File: config.mk
export PLATFORM = sky130hd
export DESIGN_NAME = mode_timer
export DESIGN_NICKNAME = d
export VERILOG_FILES = /design/src/rtl/mode_timer.sv
export SDC_FILE = /design/constraint.sdc
export NUM_CORES = 1
export LEC_CHECK = 0
export BUFFER_PORTS_ARGS = -buffer_cell sky130_fd_sc_hd__buf_4
export CAP_MARGIN = 5
export CORE_MARGIN = 5
export CORE_UTILIZATION = 33
export CTS_BUF_LIST = sky130_fd_sc_hd__clkbuf_8
export DETAILED_ROUTE_END_ITERATION = 16
export PLACE_DENSITY = 0.58
export SLEW_MARGIN = 15
export SYNTH_ARGS = -nofsm -noshare
export SYNTH_HDL_FRONTEND = slang
export SYNTH_SLANG_ARGS = --single-unit
export TNS_END_PERCENT = 5
File: constraint.sdc
create_clock -name clk -period 2.5 [get_ports clk]
set_input_delay 0.375 -clock clk [delete_from_list [all_inputs] [get_ports clk]]
set_output_delay 0.375 -clock clk [all_outputs]
set_load 0.01 [all_outputs]
File: src/rtl/mode_timer.sv
module mode_timer #(
  parameter int WIDTH = 16
) (
  input  logic             clk,
  input  logic             rst_n,
  input  logic             tick,
  input  logic             reg_wr,
  input  logic [1:0]       reg_addr,
  input  logic [WIDTH-1:0] reg_wdata,
  output logic [WIDTH-1:0] reg_rdata,
  output logic [WIDTH-1:0] count_o,
  output logic             irq,
  output logic             tout
);

  localparam logic [1:0]       A_CTRL = 2'd0;
  localparam logic [1:0]       A_CMP  = 2'd1;
  localparam logic [1:0]       A_STS  = 2'd2;
  localparam logic [1:0]       M_ONE  = 2'b00;
  localparam logic [1:0]       M_TOG  = 2'b10;
  localparam logic [WIDTH-1:0] ONE    = WIDTH'(1);

  logic             en_q, ie_q, flag_q, tout_q;
  logic [1:0]       mode_q;
  logic [WIDTH-1:0] cmp_q, cnt_q;

  wire ctrl_wr = reg_wr && (reg_addr == A_CTRL);
  wire cmp_wr  = reg_wr && (reg_addr == A_CMP);
  wire sts_wr  = reg_wr && (reg_addr == A_STS);

  wire [WIDTH-1:0] cmp_eff = (cmp_q == '0) ? ONE : cmp_q;
  wire             step    = en_q && tick;
  wire             hit     = step && (cnt_q >= cmp_eff);

  always_ff @(posedge clk) begin
    if (!rst_n) begin
      en_q   <= 1'b0;
      ie_q   <= 1'b0;
      mode_q <= M_ONE;
      cmp_q  <= '0;
      cnt_q  <= '0;
      flag_q <= 1'b0;
      tout_q <= 1'b0;
    end else begin
      if (hit)
        cnt_q <= '0;
      else if (step)
        cnt_q <= cnt_q + ONE;

      if (hit && mode_q == M_ONE)
        en_q <= 1'b0;

      if (ctrl_wr) begin
        en_q   <= reg_wdata[0];
        ie_q   <= reg_wdata[1];
        mode_q <= reg_wdata[3:2];
        if (!reg_wdata[0] || !en_q)
          cnt_q <= '0;
      end

      if (cmp_wr)
        cmp_q <= reg_wdata;

      if (hit && mode_q == M_TOG)
        tout_q <= ~tout_q;

      if (sts_wr && reg_wdata[0])
        flag_q <= 1'b0;
      if (hit && ie_q)
        flag_q <= 1'b1;
    end
  end

  always_comb begin
    reg_rdata = '0;
    case (reg_addr)
      A_CTRL:  reg_rdata[3:0] = {mode_q, ie_q, en_q};
      A_CMP:   reg_rdata = cmp_q;
      A_STS:   reg_rdata[0] = flag_q;
      default: reg_rdata = cnt_q;
    endcase
  end

  assign count_o = cnt_q;
  assign irq     = flag_q & ie_q;
  assign tout    = tout_q;

  p_wrap_r4: assert property (@(posedge clk) disable iff (!rst_n)
    hit |=> cnt_q == '0);

  p_oneshot_halt_r5: assert property (@(posedge clk) disable iff (!rst_n)
    (hit && mode_q == M_ONE && !ctrl_wr) |=> !en_q);

  p_periodic_run_r6: assert property (@(posedge clk) disable iff (!rst_n)
    (hit && mode_q[0] && !ctrl_wr) |=> en_q);

  p_toggle_flip_r7: assert property (@(posedge clk) disable iff (!rst_n)
    (hit && mode_q == M_TOG) |=> tout_q != $past(tout_q));

  p_tout_hold_r7: assert property (@(posedge clk) disable iff (!rst_n)
    !(hit && mode_q == M_TOG) |=> $stable(tout_q));

  p_flag_set_r9: assert property (@(posedge clk) disable iff (!rst_n)
    (hit && ie_q) |=> flag_q);

  p_idle_zero_r10: assert property (@(posedge clk) disable iff (!rst_n)
    !en_q |=> cnt_q == '0);

endmodule

==> results.md <==
* Status: complete, no violations
* Post-layout min period at 2.35 ns
* Vias at 2145
* LEAKAGE at 1.29 nW
* Hpwl dp at 4910 um
* DP Cell Count at 447
* Crit path max-delay cell type: a2111o_1
* Seq cells post-synth at 38
* Compound-gate portion of the synthesized area at 0.117
* Clock Sinks at 38
* Biggest area consumer among synthesized cells: dfxtp_1
* Worst EP required at 2.71 ns
* Syn nets at 327
* DRC at 0
* Synth Area in XOR/XNOR at 0.0545
* Ports at 56
* Initial antenna violation count at 0
* Top post-synthesis cells by area: dfxtp_1, ha_1, mux2i_1, nand2_1, a21boi_0
* Initial Util at 0.336
* Cell area after synthesis at 2410 um2
* Non-filler instance count after layout at 456
* NumNets Final at 395
* CP peak stage delay at 0.37 ns
* Std-Cell Core Area at 7180 um2
* Worst EP arrival at 2.56 ns
* DR iter-0 viols at 64
* Fmax at 0.426 GHz
* Vias in the first global route at 2013
* Die Ht at 95.5 um
* Final WL at 6310 um
* Internal at 930 uW
* GR Util All Layers at 0.148
* # diodes at 0
* Hold_buf cts at 0
* Cells after Synth at 288
* Fin crit share at 0.940
* Seq pwr share at 0.501
* Longest Clk Path Bufs at 2
* Gpl congestion at 0.808
* Post-synthesis simple-gate area fraction at 0.272
* IO buf count at 55
* Largest family of logic cells by synthesized area: simple AND/OR/NAND/NOR gates
* Sequential share of the synthesized area at 0.315
* Maximum VDD drop at 0.161 mV
* Synth Warn # at 0
* Share of cells above drive strength 1 at 0.294
* Switching share of power at 0.258
* Clock skew at 0.00862 ns
* Wire per inst at 13.8 um
* Count of different cell masters after synthesis at 38
* RSZ-0062 raised after global routing: false
* Worst hold path type: in -> reg
* DR pass1 iterations at 4
* Cts bufs inserted at 5
* Final hold vios at 0
* Critical path startpoint category: flop
* Syn Area/Cell at 8.38 um2
* Synth Area in Adders at 0.0882
* Detailed-route vias per instance at 4.70
* Largest net degree at the start of global routing at 26
* Post-synthesis mux area share at 0.0923
* Worst skew pair latency at 0.29 ns
* Horiz. Die Dim at 95.5 um
* Worst-margin pin slew at 0.616 ns
* Worst slew margin at 0.589
* Sw Pwr at 323 uW
* Gate power share at 0.150
* Root buffer cell: clkbuf_8
* First-pass GRT wire length at 10400 um
* Pwr per Cell Area at 395 nW/um2
* Worst Path Max Fanout at 16
* Yosys top cell area share at 0.315
* Die Area at 9120 um2
* Grt ovf at 0
* Final setup violating endpoints at 0
* CTS tree: built
* Pwr Total at 1.25 mW
* Fin. max-slew vios at 0
* Fill cells at 758
* H-tree levels at 2
* Crit end category: flop
* Synthesis-to-layout area growth at 31.5%
* CP cell instances: nor4_2 -> a41o_1 -> ha_1 -> nand2b_4 -> a2111o_1 -> a32oi_2 -> a21boi_4 -> nor3_1
* Post-route ant nets at 0
* Site Rows at 31
* Reg clk slew, reported paths at 0.08 ns
* Max cap viols at 0
* WS Path Type: reg -> reg
* Clock power share at 0.349
* Post-route setup TNS at 0 ns
power groups by stage:
stage | sequential, mW | combinational, mW | clock [mW]
5_1_grt | 0.630 | 0.207 | 0.477
3_5_place_dp | 0.642 | 0.182 | 0
6_report | 0.629 | 0.188 | 0.437
2_1_floorplan | 0.638 | 0.117 | 0
4_1_cts | 0.627 | 0.185 | 0.451
3_3_place_gp | 0.641 | 0.181 | 0
layout by cell type (no fill, tap or decap), types with 7 or more instances in the layout:
cell type  Yosys  routed
ha_1          17      17
nor2b_1       15      15
buf_4          0      75
a21boi_0      15      15
xnor2_1       12      12
nor3_2        10      11
nand2_1       48      48
mux2i_1       20      20
nor3_1        11      10
dfxtp_1       38      35
a21oi_1       10      10
inv_1         22      23
nor2_1         8       8
o21ai_0        7       7
nand3_1        8       8
Yosys cell counts:
library cell and count:
o21a_1 1, nand2b_1 1, a2111o_1 1, buf_1 1, a21boi_1 1, a41o_1 1
a21boi_2 1, a21boi_0 15, nand3b_1 2, buf_2 3, nand3_1 8, mux4_2 1
mux2i_1 20, a32oi_2 1, nor4_1 4, and3b_1 1, nand4b_1 1, nor3_1 11
nand4_1 4, o31ai_1 1, and4_1 2, and2_1 4, nor2b_1 15, nor3b_2 1
nor3_2 10, o21ai_0 7, dfxtp_1 38, clkbuf_1 9, buf_6 1, a21oi_1 10
xor2_1 3, nand2b_4 1, a211oi_2 1, xnor2_1 12, ha_1 17, inv_1 22
nor2_1 8, nand2_1 48
layer usage:
metal	GRT usage	wire length (um)
met5	0	0
met4	0.0355	58
met3	0.0339	318
met2	0.217	2810
met1	0.216	3120
through the flow:
| stage | setup WS [ns] | util | hold slack (ns) | cell area, um2 |
|---|---|---|---|---|
| after floorplan | 0.227 | - | 0.454 | 2410 |
| after global placement | 0.0432 | 0.422 | 0.458 | 3030 |
| after detailed placement | 0.0126 | 0.422 | 0.464 | 3030 |
| after CTS | 0.0208 | 0.436 | 0.336 | 3130 |
| after global routing | 0.00587 | 0.442 | 0.352 | 3170 |
| final | 0.150 | 0.442 | 0.340 | 3170 |
kinds of logic after synthesis:
kind of cell	Yosys count
and+or+nand+nor	121
AOI/OAI and AO/OA	40
DFF	38
buffers and inverters	36
muxes	21
adders and majority gates	17
xor gates and xnor gates	15
repair_timing:
item | 4_1_cts | 5_1_grt
resized for setup | 1 | 9
pin swaps | 0 | 6
buffers inserted | 0 | 1
endpoints found under the hold margin | 0 | 0
setup endpoints to repair | 3 | 19
layout make-up:
class | count | area, um2 | share of cell area
Inverter | 22 | 82.6 | 0.0260
Clock inverter | 2 | 8.76 | 0.00276
Tap cell | 99 | 124 | 0.0390
Multi-Input combinational cell | 214 | 1550 | 0.487
Clock buffer | 6 | 82.6 | 0.0260
Sequential cell | 38 | 767 | 0.242
Timing Repair Buffer | 75 | 563 | 0.177
sequential cells by signal, summed over array words and instances, names as in the netlist:
signal,count
en_q,1
ie_q,1
count_o,16
cmp_q,16
mode_q,2
tout,1
flag_q,1
critical path: cells and delay by family, from the launching register on:
| family | cells | cell delay, ns |
|---|---|---|
| and+or+nand+nor | 3 | 0.63 |
| AOI/OAI and AO/OA | 4 | 1.08 |
| DFF | 1 | 0.34 |
| adders and majority gates | 1 | 0.22 |
path summary, 6_finish.rpt:
| kind | start | end | slack, ns | depth (start not counted) |
|---|---|---|---|---|
| setup reg to reg | cmp_q[2] | count_o[2] | 0.15 | 8 |
| hold reg to reg | tout | tout | 0.48 | 2 |
| hold / removal | reg_wdata[0] | en_q | 0.34 | 3 |
| setup / recovery | cmp_q[2] | count_o[2] | 0.15 | 8 |
Power figures use the tool's default switching activity.
